**src/rtl/pwm_pkg.sv**
```systemverilog
package pwm_pkg;

  localparam int NUM_PH = 2;

  typedef struct packed {
    logic running;      // drive permitted this cycle
    logic periodStart;  // ramp count is zero
    logic periodEnd;    // last count of the period
    logic phase;        // steering: 0 selects drive A
  } pwm_strobe_t;

endpackage

```
**src/rtl/pwm_ctrl.sv**
```systemverilog
module pwm_ctrl
  import pwm_pkg::*;
#(
  parameter int PERIOD  = 100,
  parameter int DUTY_W  = 8,
  parameter int SS_STEP = 8,
  parameter int SS_CEIL = 96,
  localparam int CNT_W  = $clog2(PERIOD)
) (
  input  logic              clk,
  input  logic              rst_n,
  input  logic              runEn,
  input  logic              fault,
  output pwm_strobe_t       strb,
  output logic [CNT_W-1:0]  cnt,
  output logic [DUTY_W-1:0] ssVal
);

  localparam int SUM_W = DUTY_W + 1;

  logic             halt;
  logic             lastCnt;
  logic             phaseQ;
  logic [SUM_W-1:0] ssSum;
  logic [DUTY_W-1:0] ssNext;

  assign halt    = fault | ~runEn;
  assign lastCnt = (cnt == CNT_W'(PERIOD - 1));

  // soft-start increment with ceiling clamp
  always_comb begin
    ssSum = {1'b0, ssVal} + SUM_W'(SS_STEP);
    if (ssSum > SUM_W'(SS_CEIL)) ssNext = DUTY_W'(SS_CEIL);
    else                         ssNext = ssSum[DUTY_W-1:0];
  end

  // oscillator counter, steering flip-flop and soft-start register
  always_ff @(posedge clk or negedge rst_n) begin
    if (!rst_n) begin
      cnt    <= '0;
      phaseQ <= 1'b0;
      ssVal  <= '0;
    end else if (halt) begin
      cnt    <= '0;
      phaseQ <= 1'b0;
      ssVal  <= '0;
    end else if (lastCnt) begin
      cnt    <= '0;
      phaseQ <= ~phaseQ;
      ssVal  <= ssNext;
    end else begin
      cnt    <= cnt + 1'b1;
    end
  end

  always_comb begin
    strb.running     = ~halt;
    strb.periodStart = ~halt & (cnt == '0);
    strb.periodEnd   = ~halt & lastCnt;
    strb.phase       = phaseQ;
  end

endmodule

```
**src/rtl/pwm_datapath.sv**
```systemverilog
module pwm_datapath
  import pwm_pkg::*;
#(
  parameter int CNT_W  = 7,
  parameter int DUTY_W = 8,
  parameter int MAX_ON = 93
) (
  input  logic              clk,
  input  logic              rst_n,
  input  pwm_strobe_t       strb,
  input  logic [CNT_W-1:0]  cnt,
  input  logic [DUTY_W-1:0] dutyCmd,
  input  logic [DUTY_W-1:0] ssVal,
  output logic [NUM_PH-1:0] drvN
);

  localparam int CMP_W = (CNT_W > DUTY_W) ? CNT_W : DUTY_W;

  logic [CMP_W-1:0] cntX, dutyX, ssX, capX, effDuty;
  logic             trip;
  logic             termLatch;
  logic             onNext;

  assign cntX  = CMP_W'(cnt);
  assign dutyX = CMP_W'(dutyCmd);
  assign ssX   = CMP_W'(ssVal);
  assign capX  = CMP_W'(MAX_ON);

  // smallest of command, soft-start and on-time cap
  always_comb begin
    effDuty = dutyX;
    if (ssX < effDuty)  effDuty = ssX;
    if (capX < effDuty) effDuty = capX;
  end

  assign trip = (cntX >= effDuty);

  // cycle-by-cycle termination latch
  always_ff @(posedge clk or negedge rst_n) begin
    if (!rst_n)                 termLatch <= 1'b0;
    else if (!strb.running)     termLatch <= 1'b0;
    else if (strb.periodEnd)    termLatch <= 1'b0;
    else if (trip)              termLatch <= 1'b1;
  end

  assign onNext = strb.running & (strb.periodStart | ~termLatch) & ~trip;

  // one registered active-low driver per phase
  for (genvar g = 0; g < NUM_PH; g++) begin : g_drv
    logic drvQ;
    always_ff @(posedge clk or negedge rst_n) begin
      if (!rst_n) drvQ <= 1'b1;
      else        drvQ <= ~(onNext && (strb.phase == 1'(g)));
    end
    assign drvN[g] = drvQ;
  end

endmodule

```
**src/rtl/pushpull_pwm.sv**
```systemverilog
module pushpull_pwm
  import pwm_pkg::*;
#(
  parameter int CLK_HZ  = 6_500_000,
  parameter int SW_HZ   = 65_000,
  parameter int DUTY_W  = 8,
  parameter int MAX_PCT = 93,
  parameter int SS_STEP = 8,
  parameter int SS_CEIL = 96
) (
  input  logic              clk,
  input  logic              rst_n,
  input  logic              runEn,
  input  logic              fault,
  input  logic [DUTY_W-1:0] dutyCmd,
  output logic              drvA_n,
  output logic              drvB_n
);

  localparam int PERIOD = CLK_HZ / SW_HZ;
  localparam int CNT_W  = $clog2(PERIOD);
  localparam int MAX_ON = PERIOD * MAX_PCT / 100;

  pwm_strobe_t       strb;
  logic [CNT_W-1:0]  cnt;
  logic [DUTY_W-1:0] ssVal;
  logic [NUM_PH-1:0] drvN;
  logic              cycStart;
  logic              haltReq;

  pwm_ctrl #(
    .PERIOD (PERIOD),
    .DUTY_W (DUTY_W),
    .SS_STEP(SS_STEP),
    .SS_CEIL(SS_CEIL)
  ) uCtrl (
    .clk  (clk),
    .rst_n(rst_n),
    .runEn(runEn),
    .fault(fault),
    .strb (strb),
    .cnt  (cnt),
    .ssVal(ssVal)
  );

  pwm_datapath #(
    .CNT_W (CNT_W),
    .DUTY_W(DUTY_W),
    .MAX_ON(MAX_ON)
  ) uPath (
    .clk    (clk),
    .rst_n  (rst_n),
    .strb   (strb),
    .cnt    (cnt),
    .dutyCmd(dutyCmd),
    .ssVal  (ssVal),
    .drvN   (drvN)
  );

  assign drvA_n   = drvN[0];
  assign drvB_n   = drvN[1];
  assign cycStart = strb.periodStart;
  assign haltReq  = ~strb.running;

endmodule

```
**config.mk**
```make
export PLATFORM = sky130hd
export DESIGN_NAME = pushpull_pwm
export DESIGN_NICKNAME = d
export VERILOG_FILES = /design/src/rtl/pwm_pkg.sv /design/src/rtl/pwm_ctrl.sv /design/src/rtl/pwm_datapath.sv /design/src/rtl/pushpull_pwm.sv
export SDC_FILE = /design/constraint.sdc
export NUM_CORES = 1
export LEC_CHECK = 0
export ABC_AREA = 0
export ABC_CLOCK_PERIOD_IN_PS = 8109
export BUFFER_PORTS_ARGS = -buffer_cell sky130_fd_sc_hd__buf_2
export CAP_MARGIN = 20
export CORE_UTILIZATION = 50
export DETAILED_ROUTE_END_ITERATION = 7
export PLACE_DENSITY = 0.82
export SKIP_LAST_GASP = 1
export SLEW_MARGIN = 20
export SYNTH_ARGS = -nofsm -noshare
export SYNTH_HDL_FRONTEND = slang
export SYNTH_SLANG_ARGS = --single-unit
```
**constraint.sdc**
```tcl
create_clock -name clk -period 8.11 [get_ports clk]
set_input_delay 0.4055 -clock clk [delete_from_list [all_inputs] [get_ports clk]]
set_output_delay 0.4055 -clock clk [all_outputs]
set_load 0.02 [all_outputs]
```
==> impl_table.tex, run 1 <==
\begin{tabular}{lr}
\hline
Metric & Value \\
\hline
\multicolumn{2}{l}{\textbf{STA}} \\
\quad Setup Skew & roughly 0.0046 ns \\
\quad Transition time of the tightest slew-check pin & approximately 0.75 ns \\
\quad Maximum clock rate & 0.296 GHz \\
\quad RSZ-0062 raised after global routing & false \\
\quad Hold violation count in the final report & 0 \\
\quad Accumulated negative setup slack & 0 ns \\
\quad Setup-violating endpoint count in the final report & 0 \\
\quad Final period utilization & between 40\% and 50\% \\
\quad Slew headroom & between 40\% and 50\% \\
\quad Final number of max-transition violations & 0 \\
\quad Final Critical Period & $\sim$3.4 ns \\
\multicolumn{2}{l}{\textbf{Synthesis}} \\
\quad Area fraction in compound gates after synthesis & about a fifth \\
\quad Synth Area in XOR/XNOR & 5.01\% \\
\quad Netlist area before placement & around 0.0012 mm\^{}2 \\
\quad Synthesis-stage register bit count & 16 \\
\quad Number of enable flip-flop cells after synthesis & 0 \\
\quad Synthesized netlist cell count & between 100 and 150 \\
\quad Proportion of netlist area held by the largest area contributor & about 29\% \\
\quad Number of library cell types mapped by synthesis & 39 \\
\quad Adder-cell share of the synthesized area & between 15 and 20\% \\
\quad Area contributors post-synth & sky130\_fd\_sc\_hd\_\_dfrtp\_1 (29\%), sky130\_fd\_sc\_hd\_\_ha\_1 (15\%), sky130\_fd\_sc\_hd\_\_nor2\_1 (4.6\%) \\
\quad Post-synthesis async set-or-reset flop share & 100\% \\
\quad Post-synthesis net count & around 160 \\
\quad Primary flip-flop cell chosen by synthesis mapping & sky130\_fd\_sc\_hd\_\_dfrtp\_1 \\
\quad Dominant combinational cell family by area after synthesis & simple AND/OR/NAND/NOR gates \\
\quad Post-Syn Area per Cell & 9.00 um\^{}2 \\
\quad Yosys warning total & 0 \\
\quad Post-synthesis share of cell area spent on and, or, nand and nor gates & between 20\% and 30\% \\
\quad Synth area leader & sky130\_fd\_sc\_hd\_\_dfrtp\_1 \\
\quad Seq/Total Area, Yosys & 32.9\% \\
\quad Multiplexer area fraction after synthesis & 0\% \\
\multicolumn{2}{l}{\textbf{CTS}} \\
\quad CTS tree & done \\
\quad Hold-fix buffer count after cts & 0 \\
\quad Clock-pin slew of the registers on the worst-case setup and hold paths & $\sim$0.090 ns \\
\quad Clock Latency Late Sink & slightly below 0.3 ns \\
\quad Number of gates given a new drive strength after cts & 0 \\
\quad Setup bufs post-CTS & 0 \\
\quad Sink Count & 16 \\
\quad Maximum clock insertion buffer count & 2 \\
\quad Master cell of the clock root buffer & sky130\_fd\_sc\_hd\_\_clkbuf\_4 \\
\quad H-tree depth reported by CTS & 1 \\
\quad Total clock buffers created by CTS & 3 \\
\multicolumn{2}{l}{\textbf{Cells and area}} \\
\quad Proportion of layout cells with a drive suffix above 1 & 15.4\% \\
\quad Final-layout fill cell count & 209 \\
\quad Final cell count without fillers & 177 \\
\quad Total number of nets in the final design & 177 \\
\quad Relative area change from synthesis to final layout & 9.00\% \\
\quad Most used cells in the layout excluding fill and tap cells & sky130\_fd\_sc\_hd\_\_nor2\_1 (15), sky130\_fd\_sc\_hd\_\_ha\_1 (15), sky130\_fd\_sc\_hd\_\_dfrtp\_1 (14), sky130\_fd\_sc\_hd\_\_buf\_2 (13), sky130\_fd\_sc\_hd\_\_nand2\_1 (11) \\
\quad Final standard cell utilization of the core & roughly three fifths \\
\quad Antenna cell count & 0 \\
\multicolumn{2}{l}{\textbf{Placed design}} \\
\quad Port Buf Inserts & 13 \\
\quad Estimated wirelength of the detail-placed design & $\sim$1.9 mm \\
\quad Placer Congestion & 0.882 \\
\quad Number of placed instances, taps included & between 150 and 200 \\
\multicolumn{2}{l}{\textbf{Global route}} \\
\quad GRT met3 Usage & approximately 3\% \\
\quad Wire length of the first global-routing pass & 4.20 mm \\
\quad Number of global-route vias before repair & slightly above 1k \\
\quad Global routing's busiest layer & met2 \\
\quad GR Util met2 & approximately 34\% \\
\quad Met1 routing resource usage after global routing & between 20\% and 30\% \\
\quad Largest net degree at the start of global routing & 17 \\
\quad Overall routing resource usage & between 20 and 25\% \\
\quad Number of antenna violations at the first check in global routing & 0 \\
\quad Grt total ovfl & 0 \\
\multicolumn{2}{l}{\textbf{Floorplan}} \\
\quad I/O Pins & 14 \\
\quad Number of rows in the core area & 17 \\
\quad Die area & around 0.0026 mm\^{}2 \\
\quad Die height & $\sim$50 um \\
\quad Chip Width & between 50 and 60 um \\
\quad Initial Utilization & 54.3\% \\
\quad Core Box Area & 0.00225 mm\^{}2 \\
\multicolumn{2}{l}{\textbf{Power}} \\
\quad Power per standard cell area & 112 mW/mm\^{}2 \\
\quad Leakage Power & about 0.63 nW \\
\quad Maximum ir drop on the vdd rail & roughly 0.09 mV \\
\multicolumn{2}{l}{\textbf{Detailed routing}} \\
\quad Via Count & about 1.1k \\
\quad Average wire per cell in the routed design & 13.9 um \\
\quad Detailed-route DRC error count & 0 \\
\quad Post-DR vias/cell & 6.11 \\
\quad Count of TritonRoute iterations in the first routing pass & 4 \\
\quad DRT Wirelength & 2.46 mm \\
\quad Antenna Violating Nets Remaining & 0 \\
\quad Initial DRC count & 25 \\
\multicolumn{2}{l}{\textbf{Worst setup path}} \\
\quad Source of the critical timing path & uCtrl.ssVal[3] \\
\quad Startpoint Class & register \\
\quad Highest net fanout along the worst path & 13 \\
\quad Required time of the critical path & $\sim$8.3 ns \\
\quad Data arrival time at the worst-slack endpoint & roughly 3.6 ns \\
\quad FF-to-FF Start & uCtrl.ssVal[3] \\
\quad Kind of end point of the critical path & register \\
\quad Internal reg-to-reg setup slack & approximately 4.7 ns \\
\quad Type of the setup path with the least slack & register to register \\
\multicolumn{2}{l}{\textbf{Job}} \\
\quad Maximum capacitance violations & 0 \\
\multicolumn{2}{l}{\textbf{Min path}} \\
\quad Min-delay worst type & input pin to async pin \\
\multicolumn{2}{l}{\textbf{Run status}} \\
\quad Status & finished, final reports clean \\
\hline
\end{tabular}
==> worst max-delay path: stages, from the launching register on <==
cell and delay [ns]:
sky130_fd_sc_hd__dfrtp_1 0.48, sky130_fd_sc_hd__ha_1 0.32, sky130_fd_sc_hd__nor4b_1 0.22, sky130_fd_sc_hd__nor3_1 0.08, sky130_fd_sc_hd__o21ai_1 0.61, sky130_fd_sc_hd__nand2_1 0.11
sky130_fd_sc_hd__o31ai_1 0.11, sky130_fd_sc_hd__ha_1 0.30, sky130_fd_sc_hd__a21o_1 0.18, sky130_fd_sc_hd__a21o_1 0.17, sky130_fd_sc_hd__a2111o_1 0.41, sky130_fd_sc_hd__a31oi_1 0.21
sky130_fd_sc_hd__nand2_1 0.09
==> Yosys cell counts, types with 2 or more instances <==
master	number
sky130_fd_sc_hd__xor2_1	3
sky130_fd_sc_hd__a21oi_1	4
sky130_fd_sc_hd__nor4b_1	2
sky130_fd_sc_hd__ha_1	15
sky130_fd_sc_hd__nand2_1	11
sky130_fd_sc_hd__o21ai_1	3
sky130_fd_sc_hd__inv_1	8
sky130_fd_sc_hd__dfrtp_1	14
sky130_fd_sc_hd__a31oi_1	4
sky130_fd_sc_hd__xnor2_1	4
sky130_fd_sc_hd__and2_1	2
sky130_fd_sc_hd__nand3_1	5
sky130_fd_sc_hd__o31ai_1	4
sky130_fd_sc_hd__nor2_1	15
sky130_fd_sc_hd__a41o_1	2
sky130_fd_sc_hd__nand2b_1	6
sky130_fd_sc_hd__nor2b_1	2
sky130_fd_sc_hd__dfstp_2	2
sky130_fd_sc_hd__buf_2	3
sky130_fd_sc_hd__nor3_1	4
sky130_fd_sc_hd__a21o_1	5
==> through the flow <==
stage	hold WS, ns	instance area, um^2	worst slack [ns]	power, W
final	0.00592	1330	4.73	0.000149
after global routing	0.0213	1330	4.42	0.000158
after CTS	0.00849	1330	4.79	0.000151
after detailed placement	0.338	1300	4.77	0.0000978
after global placement	0.329	1300	4.86	0.0000969
after floorplan	0.110	1220	5.27	0.0000903
==> cells by family (layout without fill, tap and decap cells) <==
logic type | after synthesis | after routing
AND/OR/NAND/NOR | 52 | 52
buffers and inverters | 12 | 25
adder cells (fa/ha/maj) | 15 | 15
AO/OA/AOI/OAI | 34 | 34
XOR/XNOR | 7 | 7
flip-flops | 16 | 16
==> area by class of cell <==
type,instances,area (um^2),share of cell area (%)
Multi-Input combinational cell,108,764,57.3
Sequential cell,16,403,30.2
Timing Repair Buffer,13,65.1,4.88
Clock buffer,4,36.3,2.72
Tap cell,28,35.0,2.63
Inverter,8,30.0,2.25
==> metal layers <==
layer  vias to the layer above  share of wire [%]
met1                       516                 49
met4                         0                3.3
met5                         -                  0
li1                        524                  -
met3                        11                3.9
met2                        30                 44
==> worst paths after layout <==
kind | end | cells after the start
max in group asynchronous | uPath.g_drv[0].drvQ | 1
min in group clk | uPath.g_drv[1].drvQ | 1
min | uCtrl.cnt[5] | 1
min reg2reg | uPath.g_drv[1].drvQ | 1
max | uPath.g_drv[1].drvQ | 12
max reg2reg | uPath.g_drv[1].drvQ | 12
==> power by group <==
part            total, W  switching [W]  internal [W]  leakage, nW
logic          0.0000150     0.00000923    0.00000572        0.395
clock network  0.0000524      0.0000250     0.0000274       0.0210
registers      0.0000815    0.000000853     0.0000807        0.215
==> registers in the layout, indices dropped and copies added (netlist names) <==
name and count:
uPath.termLatch 1, uPath.g_drv.drvQ 2, uCtrl.cnt 7, uCtrl.phaseQ 1
uCtrl.ssVal 5
Note: power is estimated with default switching activity, not from simulation.
==> inputs of run 2 (changes only) <==
ABC_AREA = 1   (was 0)
ABC_CLOCK_PERIOD_IN_PS = 2900   (was 8109)
PLACE_DENSITY = 0.85   (was 0.82)
clock period = 2.9 ns   (was 8.11 ns; I/O delays follow)
==> impl_table.tex, run 2 <==
\begin{tabular}{lr}
\hline
Metric & Value \\
\hline
\multicolumn{2}{l}{\textbf{Run status}} \\
\quad Status & finished, final reports clean \\
\multicolumn{2}{l}{\textbf{Power}} \\
\quad Maximum ir drop on the vdd rail & around 0.25 mV \\
\quad Leakage Power & 0.766 nW \\
\quad Power per standard cell area & 265 mW/mm\^{}2 \\
\multicolumn{2}{l}{\textbf{Placed design}} \\
\quad Estimated wirelength of the detail-placed design & 2.29 mm \\
\quad Placer Congestion & between 0.9 and 1 \\
\quad Worst-case setup slack after placement & between 0.02 and 0.025 ns \\
\quad Number of placed instances, taps included & roughly 220 \\
\quad Port Buf Inserts & 13 \\
\multicolumn{2}{l}{\textbf{STA}} \\
\quad Setup Skew & approximately 0.0042 ns \\
\quad Accumulated negative setup slack & 0 ns \\
\quad Worst Slack Setup Final & roughly 0.19 ns \\
\quad Maximum clock rate & 0.368 GHz \\
\quad Slew headroom & 77.1\% \\
\quad Final period utilization & a little over nine tenths \\
\quad Final number of max-transition violations & 0 \\
\quad Final Critical Period & about 2.7 ns \\
\quad Transition time of the tightest slew-check pin & 0.343 ns \\
\quad Setup-violating endpoint count in the final report & 0 \\
\quad Hold violation count in the final report & 0 \\
\multicolumn{2}{l}{\textbf{Synthesis}} \\
\quad Synthesis-stage register bit count & 16 \\
\quad Proportion of netlist area held by the largest area contributor & around 28\% \\
\quad Post-synthesis net count & roughly 200 \\
\quad Synth top cells by count & sky130\_fd\_sc\_hd\_\_nand2\_1 (39), sky130\_fd\_sc\_hd\_\_inv\_1 (28), sky130\_fd\_sc\_hd\_\_nor2\_1 (17) \\
\quad Yosys warning total & 0 \\
\quad Number of enable flip-flop cells after synthesis & 0 \\
\quad Number of library cell types mapped by synthesis & 23 \\
\quad Area contributors post-synth & sky130\_fd\_sc\_hd\_\_dfrtp\_1 (28\%), sky130\_fd\_sc\_hd\_\_ha\_1 (15\%), sky130\_fd\_sc\_hd\_\_nand2\_1 (12\%) \\
\quad Synthesized netlist cell count & roughly 170 \\
\quad Netlist area before placement & approximately 0.0012 mm\^{}2 \\
\quad Seq/Total Area, Yosys & 32.3\% \\
\quad Primary flip-flop cell chosen by synthesis mapping & sky130\_fd\_sc\_hd\_\_dfrtp\_1 \\
\quad Most frequently used cell type in the post-synthesis netlist & sky130\_fd\_sc\_hd\_\_nand2\_1 \\
\quad Synth area leader & sky130\_fd\_sc\_hd\_\_dfrtp\_1 \\
\quad Post-synthesis async set-or-reset flop share & 100\% \\
\quad Post-Syn Area per Cell & 7.18 um\^{}2 \\
\multicolumn{2}{l}{\textbf{Detailed routing}} \\
\quad Detailed-route DRC error count & 0 \\
\quad Antenna Violating Nets Remaining & 0 \\
\quad Average wire per cell in the routed design & between 10 and 15 um \\
\quad Count of TritonRoute iterations in the first routing pass & 4 \\
\quad DRT Wirelength & between 2 and 3 mm \\
\quad Post-DR vias/cell & around 5.5 \\
\quad Initial DRC count & 18 \\
\quad Via Count & 1224 \\
\multicolumn{2}{l}{\textbf{Min path}} \\
\quad Min-delay worst type & input pin to register \\
\multicolumn{2}{l}{\textbf{Worst setup path}} \\
\quad Required time of the critical path & between 3 and 4 ns \\
\quad Ordered list of cells on the worst path & ha\_1 > nand2\_1 > nand2\_2 > a21oi\_4 > buf\_4 > nand3\_1 > nand2\_2 > inv\_1 > nand2\_2 > nand2\_1 > nand2\_2 > ha\_4 > inv\_1 > nor2\_1 > o21ai\_1 > nand2\_1 > a21boi\_2 > nand2\_1 > o21ai\_1 > inv\_1 \\
\quad Type of the setup path with the least slack & register to register \\
\quad Highest net fanout along the worst path & 5 \\
\quad Startpoint Class & register \\
\quad Data arrival time at the worst-slack endpoint & $\sim$2.9 ns \\
\quad Slowest Stage Delay on Critical Path & slightly below 0.4 ns \\
\quad Internal reg-to-reg setup slack & 0.19 ns \\
\quad Kind of end point of the critical path & register \\
\quad Slowest library cell on the worst path & sky130\_fd\_sc\_hd\_\_dfrtp\_1 \\
\multicolumn{2}{l}{\textbf{CTS}} \\
\quad H-tree depth reported by CTS & 1 \\
\quad Master cell of the clock root buffer & sky130\_fd\_sc\_hd\_\_clkbuf\_4 \\
\quad Maximum clock insertion buffer count & 2 \\
\quad Clock Latency Late Sink & a little under 0.3 ns \\
\quad Sink Count & 16 \\
\quad Total clock buffers created by CTS & 3 \\
\quad CTS tree & done \\
\quad Clock-pin slew of the registers on the worst-case setup and hold paths & around 0.090 ns \\
\multicolumn{2}{l}{\textbf{Cells and area}} \\
\quad Total number of nets in the final design & 225 \\
\quad Proportion of layout cells with a drive suffix above 1 & 23.0\% \\
\quad Final cell count without fillers & around 220 \\
\quad Storage element area & 405 um\^{}2 \\
\quad Regs by FF count & uCtrl.cnt x7, uCtrl.ssVal x5, uPath.g\_drv.drvQ x2 \\
\quad Final-layout fill cell count & 192 \\
\quad Antenna cell count & 0 \\
\quad Largest Register & uCtrl.cnt \\
\quad Relative area change from synthesis to final layout & 16.5\% \\
\quad Combined area of the multi-input logic cells & about 760 um\^{}2 \\
\quad Final standard cell utilization of the core & between 60\% and 70\% \\
\quad Largest register FFs & 7 \\
\quad Most common library cell in the layout ignoring fill and taps & sky130\_fd\_sc\_hd\_\_nand2\_1 \\
\quad Most used cells in the layout excluding fill and tap cells & sky130\_fd\_sc\_hd\_\_nand2\_1 (38), sky130\_fd\_sc\_hd\_\_inv\_1 (28), sky130\_fd\_sc\_hd\_\_nor2\_1 (16), sky130\_fd\_sc\_hd\_\_ha\_1 (13), sky130\_fd\_sc\_hd\_\_buf\_2 (13) \\
\multicolumn{2}{l}{\textbf{Global route}} \\
\quad Largest net degree at the start of global routing & 17 \\
\quad Number of antenna violations at the first check in global routing & 0 \\
\quad Number of global-route vias before repair & roughly 1.2k \\
\quad Grt total ovfl & 0 \\
\quad Overall routing resource usage & between 20\% and 30\% \\
\quad Wire length of the first global-routing pass & 4.98 mm \\
\multicolumn{2}{l}{\textbf{Floorplan}} \\
\quad Number of rows in the core area & 17 \\
\quad Chip Width & between 50 and 60 um \\
\quad Die height & around 52 um \\
\quad Initial Utilization & about 55\% \\
\quad Core Box Area & 0.00228 mm\^{}2 \\
\quad I/O Pins & 14 \\
\quad Die area & roughly 0.0027 mm\^{}2 \\
\multicolumn{2}{l}{\textbf{Job}} \\
\quad Maximum capacitance violations & 0 \\
\hline
\end{tabular}
[run 2: cell types whose count changed after synthesis, sizes merged, moves of 3 or more]
cell	delta
a21o	-4
a21oi	+8
a31oi	-4
buf	-4
inv	+24
nand2	+36
nand2b	-6
nand3	+5
nand4	+4
o21ai	+5
o31ai	-4
xnor2	-3
[run 2: critical path: cells and delay by family, from the launching register on]
family,cells,cell delay (ns)
DFF,1,0.39
adders and majority gates,2,0.49
AOI/OAI and AO/OA,4,0.59
and+or+nand+nor,10,0.81
buffers and inverters,4,0.33
[run 2: cells by family after synthesis]
logic type / count (synthesis) / share of synthesized area, %
AO/OA/AOI/OAI: 25 / 11.7
XOR/XNOR: 2 / 1.40
AND/OR/NAND/NOR: 84 / 30.0
adder cells (fa/ha/maj): 15 / 15.0
flip-flops: 16 / 32.3
buffers and inverters: 32 / 9.62
[run 2: final cells by class]
class | instances | area share, %
tap | 28 | 2.41
multi-input combinational | 126 | 52.2
timing repair buffer | 19 | 7.74
sequential | 16 | 27.9
inverter | 32 | 8.25
clock buffer | 3 | 1.55
[run 2: layer usage]
| layer | global-route usage [%] | up-vias | wire, um |
|---|---|---|---|
| li1 | - | 598 | - |
| met1 | 27.5 | 572 | 1150 |
| met2 | 44.9 | 41 | 1430 |
| met3 | 4.39 | 13 | 139 |
| met4 | 16.2 | 0 | 113 |
| met5 | 0 | - | 0 |
[run 2: power breakdown]
group	leakage [nW]	internal (W)	switching, W
registers	0.211	0.000225	0.00000219
clock network	0.0138	0.0000485	0.0000690
logic	0.541	0.0000160	0.0000253
[run 2: stage by stage]
step	total power, W	hold WS (ns)	area, um^2
3_5_place_dp	0.000270	0.0715	1370
3_3_place_gp	0.000268	0.0664	1370
6_report	0.000386	0.189	1460
5_1_grt	0.000402	0.225	1460
4_1_cts	0.000385	0.188	1400
2_1_floorplan	0.000251	-0.151	1250
[run 2: path summary, 6_finish.rpt]
check,startpoint,to,cells after the start
max,uCtrl.ssVal[5],uPath.termLatch,20
min,fault,uCtrl.cnt[4],4
max reg2reg,uCtrl.ssVal[5],uPath.termLatch,20
min reg2reg,uCtrl.phaseQ,uPath.g_drv[1].drvQ,1
max in group asynchronous,rst_n,uPath.g_drv[1].drvQ,2
min in group asynchronous,rst_n,uCtrl.cnt[5],2
[run 2: timing repair]
item                       4_1_cts  5_1_grt
hold buffers                     1        0
setup endpoints to repair        0        3
hold endpoints to repair        14        0
setup buffers                    0        2
resized for setup                0        8
==> inputs of run 3 (changes only) <==
PLACE_DENSITY = 0.73   (was 0.85)
==> impl_table.tex, run 3 (synthesis gave the netlist of run 2 again) <==
\begin{tabular}{lr}
\hline
Metric & Value \\
\hline
\multicolumn{2}{l}{\textbf{Run status}} \\
\quad Status & finished, final reports clean \\
\multicolumn{2}{l}{\textbf{Detailed routing}} \\
\quad Average wire per cell in the routed design & approximately 13 um \\
\quad Initial DRC count & 33 \\
\quad Post-DR vias/cell & 5.23 \\
\quad Count of TritonRoute iterations in the first routing pass & 4 \\
\quad DRT Wirelength & a little under 3 mm \\
\quad Detailed-route DRC error count & 0 \\
\quad Via Count & 1204 \\
\quad Antenna Violating Nets Remaining & 0 \\
\multicolumn{2}{l}{\textbf{STA}} \\
\quad Final period utilization & 93.8\% \\
\quad Setup Skew & about 0.004 ns \\
\quad Transition time of the tightest slew-check pin & 0.363 ns \\
\quad Accumulated negative setup slack & 0 ns \\
\quad WHS & a little over 0.2 ns \\
\quad Final number of max-transition violations & 0 \\
\quad Final Critical Period & around 2.7 ns \\
\quad Setup-violating endpoint count in the final report & 0 \\
\quad Hold violation count in the final report & 0 \\
\quad Slew headroom & around 76\% \\
\quad Maximum clock rate & 0.368 GHz \\
\multicolumn{2}{l}{\textbf{Min path}} \\
\quad Min-delay worst type & input pin to register \\
\quad Number of cells on the worst hold path & 4 \\
\quad Startpoint of the tightest hold check path & fault \\
\quad Sink of the worst hold path & uCtrl.cnt[1] \\
\multicolumn{2}{l}{\textbf{Power}} \\
\quad Sum of internal, switching and leakage power & about 0.00042 W \\
\quad Switching power summed over all nets & slightly below 0.0001 W \\
\quad Sequential Power Share & 54.4\% \\
\quad Power per standard cell area & roughly 280 mW/mm\^{}2 \\
\quad Internal power component & about 0.00032 W \\
\quad Fraction of power spent switching nets & 23.8\% \\
\quad Share of power burned in the clock network & a little over a third \\
\quad Leakage Power & 0.802 nW \\
\quad Maximum ir drop on the vdd rail & between 0.3 and 0.4 mV \\
\quad Gate power share & roughly a tenth \\
\multicolumn{2}{l}{\textbf{Cells and area}} \\
\quad Most used cells in the layout excluding fill and tap cells & sky130\_fd\_sc\_hd\_\_nand2\_1 (37), sky130\_fd\_sc\_hd\_\_inv\_1 (28), sky130\_fd\_sc\_hd\_\_nor2\_1 (17) \\
\quad Antenna cell count & 0 \\
\quad Fin area & 0.00151 mm\^{}2 \\
\quad Relative area change from synthesis to final layout & 20.5\% \\
\quad Total number of nets in the final design & 230 \\
\quad Final cell count without fillers & 230 \\
\quad Largest Register & uCtrl.cnt \\
\quad Most common library cell in the layout ignoring fill and taps & sky130\_fd\_sc\_hd\_\_nand2\_1 \\
\quad Largest register FFs & 7 \\
\quad Proportion of layout cells with a drive suffix above 1 & around a quarter \\
\quad Regs by FF count & uCtrl.cnt x7, uCtrl.ssVal x5, uPath.g\_drv.drvQ x2 \\
\multicolumn{2}{l}{\textbf{Global route}} \\
\quad Wire length of the first global-routing pass & 4.69 mm \\
\quad Largest net degree at the start of global routing & 17 \\
\quad Grt total ovfl & 0 \\
\quad Number of antenna violations at the first check in global routing & 0 \\
\quad Number of global-route vias before repair & roughly 1.1k \\
\quad Overall routing resource usage & between 20\% and 30\% \\
\multicolumn{2}{l}{\textbf{CTS}} \\
\quad Sink Count & 16 \\
\quad Total clock buffers created by CTS & 3 \\
\quad Clock Latency Late Sink & a little under 0.3 ns \\
\quad Clock-pin slew of the registers on the worst-case setup and hold paths & 0.09 ns \\
\quad Maximum clock insertion buffer count & 2 \\
\quad Master cell of the clock root buffer & sky130\_fd\_sc\_hd\_\_clkbuf\_4 \\
\quad H-tree depth reported by CTS & 1 \\
\quad CTS tree & done \\
\multicolumn{2}{l}{\textbf{Worst setup path}} \\
\quad Slowest library cell on the worst path & sky130\_fd\_sc\_hd\_\_dfrtp\_2 \\
\quad Slowest Stage Delay on Critical Path & 0.41 ns \\
\quad Highest net fanout along the worst path & 8 \\
\quad Ordered list of cells on the worst path & ha\_1 > nand2\_2 > inv\_2 > a21oi\_4 > nand2\_4 > nand2\_2 > nand2\_2 > inv\_1 > nand2\_2 > inv\_2 > nand2\_1 > ha\_1 > a21o\_1 > a21oi\_1 > a21boi\_2 > nand2\_1 > o21ai\_1 > inv\_1 \\
\quad Capture point of the worst reg-to-reg path & uPath.termLatch \\
\quad FF-to-FF Start & uCtrl.ssVal[6] \\
\quad Data arrival time at the worst-slack endpoint & 2.90 ns \\
\quad Internal reg-to-reg setup slack & $\sim$0.18 ns \\
\quad Kind of end point of the critical path & register \\
\quad Worst reg2reg path depth & 18 \\
\quad Most used cell along the critical path & sky130\_fd\_sc\_hd\_\_nand2\_2 \\
\quad Type of the setup path with the least slack & register to register \\
\quad Required time of the critical path & slightly above 3 ns \\
\quad Startpoint Class & register \\
\multicolumn{2}{l}{\textbf{Floorplan}} \\
\quad Chip Width & approximately 52 um \\
\quad Initial Utilization & a little over half \\
\quad Number of rows in the core area & 17 \\
\quad Die area & approximately 0.0027 mm\^{}2 \\
\quad Core Box Area & approximately 0.0023 mm\^{}2 \\
\quad Die height & around 52 um \\
\quad I/O Pins & 14 \\
\multicolumn{2}{l}{\textbf{Job}} \\
\quad Maximum capacitance violations & 0 \\
\multicolumn{2}{l}{\textbf{Placed design}} \\
\quad Placer Congestion & just over 0.9 \\
\quad Port Buf Inserts & 13 \\
\quad Estimated wirelength of the detail-placed design & between 2 and 2.5 mm \\
\quad Number of placed instances, taps included & approximately 220 \\
\quad Placement-stage cell area & between 0.001 and 0.0015 mm\^{}2 \\
\hline
\end{tabular}
-- run 3: cell types whose count changed in the layout (fill, tap and decap cells not counted) --
cell,change
sky130_fd_sc_hd__dfrtp_1,+1
sky130_fd_sc_hd__buf_4,+5
sky130_fd_sc_hd__nand2_1,-1
sky130_fd_sc_hd__nor2_2,-1
sky130_fd_sc_hd__dfrtp_2,-1
sky130_fd_sc_hd__clkbuf_8,+1
sky130_fd_sc_hd__nand2_2,+1
sky130_fd_sc_hd__nor2_1,+1
-- run 3: per-stage QoR --
stage | setup slack [ns] | util, %
6_report | 0.181 | 66.1
5_1_grt | -0.0482 | 66.1
4_1_cts | 0.0766 | 62.3
3_5_place_dp | 0.0904 | 60.3
3_3_place_gp | 0.178 | 60.3
2_1_floorplan | 0.313 | -
-- run 3: metal layers --
layer	part of all wire (%)	vias to the layer above	global-route usage, %	wire length [um]
met5	0	-	0	0
met4	2.8	0	13.1	82
met3	4.4	13	4.68	126
met2	45	44	36.1	1310
met1	47	536	31.7	1360
li1	-	611	-	-
-- run 3: layout make-up --
type	instances	area, um^2
clock buffers	4	36.3
fillers	199	771
inverters	32	120
multi-input cells	126	759
flip-flops and latches	16	404
well taps	28	35.0
repair buffers	24	150
-- run 3: worst max-delay path by stage --
stage,start,to,slack [ns],cells past startpoint
floorplan,uCtrl.ssVal[5],uPath.termLatch,0.31,20
global placement,uCtrl.ssVal[6],uPath.termLatch,0.18,20
detailed placement,uCtrl.ssVal[6],uPath.termLatch,0.09,20
CTS,uCtrl.ssVal[6],uPath.termLatch,0.08,20
global route,uCtrl.ssVal[6],uPath.termLatch,-0.05,20
finish,uCtrl.ssVal[6],uPath.termLatch,0.18,18
-- run 3: power by group through the flow --
stage | sequential [W] | combinational, W | clock [W]
6_report | 0.000227 | 0.0000436 | 0.000147
5_1_grt | 0.000228 | 0.0000500 | 0.000162
4_1_cts | 0.000227 | 0.0000403 | 0.000153
3_5_place_dp | 0.000231 | 0.0000390 | 0
3_3_place_gp | 0.000231 | 0.0000371 | 0
2_1_floorplan | 0.000231 | 0.0000201 | 0
-- run 3: critical path, delay by kind of cell (launching register included) --
| kind | cells | cell delay [ns] |
|---|---|---|
| compound gates | 5 | 0.86 |
| flops | 1 | 0.41 |
| buf+inv | 4 | 0.26 |
| simple gates | 7 | 0.56 |
| fa+ha+maj | 2 | 0.56 |
-- run 3: what timing repair did --
item,in CTS,in global routing
endpoints found under the setup margin,0,3
setup buffers,0,7
resized for setup,0,7
hold endpoints to repair,14,0
hold buffers,1,0
